==> src/rtl/sft_pkg.sv <==
package sft_pkg;
  localparam int BYTE_W    = 8;
  localparam int HOST_W    = 16;
  localparam int SLOTS     = 4;
  localparam int DEC_W     = 4;
  localparam int DEC_N     = 1 << DEC_W;
  localparam int PAY_BYTES = 7;
  localparam int PAY_W     = PAY_BYTES * BYTE_W;
  localparam int FRAME_W   = PAY_W + 2 * BYTE_W;

  typedef enum logic [1:0] {
    SEQ_IDLE = 2'd0,
    SEQ_GAP  = 2'd1,
    SEQ_SEND = 2'd2
  } seq_state_t;

  // Full 4-to-16 decode with enable, reduced to the slot strobes.
  function automatic logic [SLOTS-1:0] slot_hits(input logic en,
                                                 input logic [DEC_W-1:0] sel);
    logic [DEC_N-1:0] onehot;
    onehot = '0;
    if (en) onehot[sel] = 1'b1;
    return onehot[SLOTS-1:0];
  endfunction

  // Wrap the payload with the start and end markers.
  function automatic logic [FRAME_W-1:0] pack_frame(input logic [BYTE_W-1:0] head,
                                                    input logic [PAY_W-1:0]  body,
                                                    input logic [BYTE_W-1:0] tail);
    return {head, body, tail};
  endfunction
endpackage

==> src/rtl/sft_host_load.sv <==
module sft_host_load
  import sft_pkg::*;
(
  input  logic              clk,
  input  logic              rst_n,
  input  logic              wr_en,
  input  logic [DEC_W:0]    wr_addr,
  input  logic [HOST_W-1:0] wr_data,
  input  logic              take,
  output logic [PAY_W-1:0]  payload,
  output logic              full
);
  logic [SLOTS-1:0] hit;
  logic [SLOTS-1:0] seen_q;

  assign hit = slot_hits(wr_en & wr_addr[DEC_W], wr_addr[DEC_W-1:0]);

  for (genvar s = 0; s < SLOTS; s++) begin : g_slot
    localparam int HI = PAY_W - 1 - HOST_W * s;
    localparam int W  = (HI + 1 >= HOST_W) ? HOST_W : HI + 1;
    logic [W-1:0] part_q;
    always_ff @(posedge clk) begin
      if (!rst_n)      part_q <= '0;
      else if (hit[s]) part_q <= wr_data[HOST_W-1 -: W];
    end
    assign payload[HI -: W] = part_q;
  end

  always_ff @(posedge clk) begin
    if (!rst_n) seen_q <= '0;
    else        seen_q <= (take ? '0 : seen_q) | hit;
  end

  assign full = &seen_q;
endmodule

==> src/rtl/sft_sequencer.sv <==
module sft_sequencer
  import sft_pkg::*;
#(
  parameter int GAP_CLKS = 10
) (
  input  logic clk,
  input  logic rst_n,
  input  logic req,
  input  logic full,
  output logic launch,
  output logic start_tx,
  output logic shift_en
);
  localparam int GW = $clog2(GAP_CLKS + 1);
  localparam int BW = $clog2(FRAME_W + 1);

  seq_state_t    st_q;
  logic          req_q;
  logic [GW-1:0] gap_q;
  logic [BW-1:0] bit_q;
  logic          req_fall;

  assign req_fall = req_q & ~req;
  assign launch   = (st_q == SEQ_IDLE) & req_fall & full;
  assign start_tx = (st_q == SEQ_GAP) & (gap_q == GW'(GAP_CLKS - 1));
  assign shift_en = (st_q == SEQ_SEND) & (bit_q < BW'(FRAME_W));

  always_ff @(posedge clk) begin
    if (!rst_n) begin
      req_q <= 1'b0;
      st_q  <= SEQ_IDLE;
      gap_q <= '0;
      bit_q <= '0;
    end else begin
      req_q <= req;
      unique case (st_q)
        SEQ_IDLE: if (launch) begin
          st_q  <= SEQ_GAP;
          gap_q <= '0;
        end
        SEQ_GAP: if (start_tx) begin
          st_q  <= SEQ_SEND;
          bit_q <= BW'(1);
        end else begin
          gap_q <= gap_q + 1'b1;
        end
        SEQ_SEND: if (shift_en) begin
          bit_q <= bit_q + 1'b1;
        end else begin
          st_q <= SEQ_IDLE;
        end
        default: st_q <= SEQ_IDLE;
      endcase
    end
  end
endmodule

==> src/rtl/sft_shifter.sv <==
module sft_shifter
  import sft_pkg::*;
(
  input  logic               clk,
  input  logic               rst_n,
  input  logic               load,
  input  logic [FRAME_W-1:0] frame,
  input  logic               advance,
  output logic               gate_o,
  output logic               data_o
);
  logic [FRAME_W-1:0] sh_q;

  always_ff @(posedge clk) begin
    if (!rst_n) begin
      sh_q   <= '0;
      gate_o <= 1'b0;
      data_o <= 1'b0;
    end else begin
      if (load) begin
        sh_q <= frame;
      end else if (advance) begin
        sh_q <= {sh_q[FRAME_W-2:0], 1'b0};
      end
      gate_o <= advance;
      data_o <= advance & sh_q[FRAME_W-1];
    end
  end
endmodule

==> src/rtl/sync_frame_tx.sv <==
module sync_frame_tx
  import sft_pkg::*;
#(
  parameter int             GAP_CLKS = 10,
  parameter logic [7:0]     SOF_BYTE = 8'h02,
  parameter logic [7:0]     EOF_BYTE = 8'h03
) (
  input  logic        clk,
  input  logic        rst_n,
  input  logic        wr_en,
  input  logic [4:0]  wr_addr,
  input  logic [15:0] wr_data,
  input  logic        req,
  output logic        gate_o,
  output logic        data_o
);
  logic               launch_w;
  logic               start_w;
  logic               shift_w;
  logic               full_w;
  logic [PAY_W-1:0]   payload_w;
  logic [FRAME_W-1:0] frame_w;

  sft_host_load u_load (
    .clk     (clk),
    .rst_n   (rst_n),
    .wr_en   (wr_en),
    .wr_addr (wr_addr),
    .wr_data (wr_data),
    .take    (launch_w),
    .payload (payload_w),
    .full    (full_w)
  );

  assign frame_w = pack_frame(SOF_BYTE, payload_w, EOF_BYTE);

  sft_sequencer #(.GAP_CLKS(GAP_CLKS)) u_seq (
    .clk      (clk),
    .rst_n    (rst_n),
    .req      (req),
    .full     (full_w),
    .launch   (launch_w),
    .start_tx (start_w),
    .shift_en (shift_w)
  );

  sft_shifter u_shift (
    .clk     (clk),
    .rst_n   (rst_n),
    .load    (launch_w),
    .frame   (frame_w),
    .advance (start_w | shift_w),
    .gate_o  (gate_o),
    .data_o  (data_o)
  );
endmodule

==> config.mk <==
export PLATFORM = sky130hd
export DESIGN_NAME = sync_frame_tx
export DESIGN_NICKNAME = d
export VERILOG_FILES = /design/src/rtl/sft_pkg.sv /design/src/rtl/sft_host_load.sv /design/src/rtl/sft_sequencer.sv /design/src/rtl/sft_shifter.sv /design/src/rtl/sync_frame_tx.sv
export SDC_FILE = /design/constraint.sdc
export NUM_CORES = 1
export LEC_CHECK = 0
export BUFFER_PORTS_ARGS = -buffer_cell sky130_fd_sc_hd__buf_2
export CORE_UTILIZATION = 45
export DETAILED_ROUTE_END_ITERATION = 7
export GPL_TIMING_DRIVEN = 1
export PLACE_DENSITY = 0.61
export SLEW_MARGIN = 20
export SYNTH_ARGS = -nofsm -noshare
export SYNTH_HDL_FRONTEND = slang
export SYNTH_SLANG_ARGS = --single-unit
export TNS_END_PERCENT = 50
==> constraint.sdc <==
create_clock -name clk -period 5.2 [get_ports clk]
set_clock_uncertainty 0.05 [all_clocks]
set_input_delay 1.04 -clock clk [delete_from_list [all_inputs] [get_ports clk]]
set_output_delay 1.04 -clock clk [all_outputs]
set_load 0.02 [all_outputs]
==> flow_metrics.py <==
metrics = {
    "clocking": {
        "post_cts_buffers": 0,
        "cts_tree": "done",
        "cts_max_level": 4,
        "post_cts_resize_count": 0,
        "cts_hold_buf": 0,
        "root_buffer": "clkbuf_16",
        "cts_buffer_depth": 2,
        "path_clk_slew_ps": 50,
        "insertion_delay_ps": 420,
        "tritoncts.num_buffers": 17,
        "clkSinkCount": 148,
    },
    "sta": {
        "period_share": 0.4794,
        "setup-tns-final_ps": 0,
        "hold_violations": 0,
        "fmax_mhz": 401.2,
        "rsz0062_at_grt": "false",
        "slew_violations": 0,
        "layout_setup_ws_ps": 2707,
        "setup_viol": 0,
        "worst_pin_slew_ps": 859.7,
        "hold_ws_ps": 402.4,
        "max-slew-margin-rel": 0.4269,
        "post-route-min-period_ps": 2493,
    },
    "setup_path": {
        "path_class": "reg2reg",
        "worst-endpoint-arrival_ps": 2790,
        "crit_fanout": 56,
        "crit_path_end_kind": "register",
        "rrSetupSlack_ps": 2710,
        "required_ps": 5490,
        "crit_chain": "inv_1, ha_1, and3b_1, a22oi_4, buf_4, nand2_1, a31oi_1",
        "critPathLaunchType": "register",
        "slowest_stage": "buf_4",
        "max_stage_delay_ps": 620,
    },
    "power": {
        "clockPowerShare": 0.494,
        "power.density_nw_per_um2": 362.7,
        "pwr-share-seq": 0.480,
        "internal_power_w": 0.001895,
        "leakagePower_nw": 2.544,
        "p_sw_w": 0.0004794,
        "combPwrFrac": 0.026,
        "ir_drop_mv": 0.2145,
        "switching_share": 0.2019,
    },
    "floorplan": {
        "fp.dieH_um": 115.7,
        "boundaryPins": 27,
        "core-area_um2": 12620,
        "die_width_um": 115.7,
        "num_rows": 41,
        "initial_core_util": 0.4607,
        "dieArea_um2": 13380,
    },
    "cells_and_area": {
        "drive_gt1_frac": 0.1000,
        "area_growth_pct": 12.61,
        "nets": 685,
        "finalNonFillerCells": 842,
        "diodes": 0,
        "fin_util": 0.5188,
    },
    "global_routing": {
        "grt_max_degree": 124,
        "grt_pass1_vias": 4253,
        "grt_overflow": 0,
        "gr-usage-all-layers": 0.2017,
        "antenna_found_initial": 0,
        "grt_pass1_wl_um": 20730,
    },
    "placement": {
        "port-buffer-count": 26,
        "dp.cells": 807,
        "hpwl_um": 7053,
        "place.gp.congestion": 0.7227,
        "pre_cts_ws_ps": 2206,
    },
    "synth": {
        "synth_area_per_cell_um2": 8.863,
        "synthArstFlopShare": 0,
        "synthDistinctLibCells": 37,
        "synth_area_um2": 5814,
        "ys_seq_area_frac": 0.5096,
        "ys_warn_count": 0,
        "synth_most_common_cell": "nand2_1",
        "syn_inst": 656,
        "synth_commonest_cells": "152 x nand2_1, 148 x dfxtp_1, 58 x a31oi_1",
        "yosys.area.top_type": "dfxtp_1",
        "dominantRegCellSynth": "dfxtp_1",
        "synth_edf_count": 0,
        "synth_seq_cells": 148,
        "synthesis.nets": 684,
        "synth_area_leaders": "dfxtp_1 51%, nand2_1 9.8%, mux2i_1 9.6%",
        "yosysTopAreaCellShare": 0.5096,
    },
    "routing": {
        "drtIter0Drc": 409,
        "drc": 0,
        "wl_um": 12360,
        "antenna_left": 0,
        "vias": 4451,
        "routed_via_density": 5.286,
        "wl_per_cell_um": 14.68,
        "dr.pass1.iters": 4,
    },
    "outcome": {
        "status": "complete, no violations",
    },
    "run": {
        "drv_cap": 0,
    },
    "hold_path": {
        "hold_path.class": "reg2reg",
    },
}
metal layers:
metal / vias to the layer above / GRT usage / part of all wire
li1: 2243 / - / -
met1: 2149 / 0.2516 / 0.48
met2: 45 / 0.3325 / 0.48
met3: 14 / 0.04916 / 0.026
met4: 0 / 0.08803 / 0.017
met5: - / 0 / 0
placed cells by master (no fill, tap or decap), types with 6 or more instances in the layout:
cell type / n
a21oi_1: 18
dfxtp_1: 148
a31oi_1: 58
mux2i_1: 56
clkbuf_16: 17
o21ai_0: 56
nor2_1: 36
clkbuf_1: 6
nor2b_1: 31
clkbuf_8: 6
buf_2: 26
nand2_1: 152
through the flow:
| step | power (W) | area [µm²] |
|---|---|---|
| CTS | 0.002402 | 6501 |
| global placement | 0.001225 | 5931 |
| detailed placement | 0.001226 | 5931 |
| finish | 0.002375 | 6548 |
| floorplan | 0.001200 | 5814 |
| global route | 0.002457 | 6548 |
layout make-up:
| cell class | count | area (µm²) |
|---|---|---|
| multi-input cells | 454 | 2581 |
| repair buffers | 33 | 206.4 |
| flip-flops and latches | 148 | 2963 |
| inverters | 3 | 11.26 |
| clock buffers | 29 | 530.5 |
| well taps | 172 | 215.2 |
| fillers | 1198 | 6072 |
| clock inverters | 3 | 40.04 |
final timing paths:
kind,from,end,cells after the start
setup / recovery,u_seq.gap_q[1]$_SDFFE_PN0P_,u_shift.sh_q[54]$_SDFFE_PN0P_,7
hold / removal,u_shift.sh_q[7]$_SDFFE_PP0N_,u_shift.sh_q[7]$_SDFFE_PP0N_,2
setup reg to reg,u_seq.gap_q[1]$_SDFFE_PN0P_,u_shift.sh_q[54]$_SDFFE_PN0P_,7
hold reg to reg,u_shift.sh_q[7]$_SDFFE_PP0N_,u_shift.sh_q[7]$_SDFFE_PP0N_,2
power groups by stage:
stage / clock (W) / sequential, W / combinational, W
after global routing: 0.00125 / 0.00114 / 0.0000677
after global placement: 0 / 0.00116 / 0.0000608
after detailed placement: 0 / 0.00116 / 0.0000618
after floorplan: 0 / 0.00116 / 0.0000358
final: 0.00117 / 0.00114 / 0.0000616
after CTS: 0.00120 / 0.00114 / 0.0000621
cell families (layout without fill, tap and decap cells):
logic type,count (synthesis),count (layout),share of synthesized area
simple gates,245,245,0.1851
compound gates,147,147,0.1498
mux,56,56,0.09641
flops,148,148,0.5096
buf+inv,54,68,0.04820
fa+ha+maj,3,3,0.006456
xor+xnor,3,3,0.004520
state kept, by name (all words and copies together), names as in the netlist:
register / flops
u_shift.sh_q: 72
u_shift.gate_o: 1
u_shift.data_o: 1
u_seq.bit_q: 7
u_load.g_slot.part_q: 56
u_load.seen_q: 4
u_seq.gap_q: 4
u_seq.req_q: 1
u_seq.st_q: 2
critical path, delay by kind of cell, from the launching register on:
| kind | cells | cell delay [ps] |
|---|---|---|
| AOI/OAI and AO/OA | 2 | 750 |
| adders and majority gates | 1 | 190 |
| buffers and inverters | 2 | 670 |
| DFF | 1 | 360 |
| and+or+nand+nor | 2 | 360 |
No activity file was read; power rests on OpenSTA's default activity.
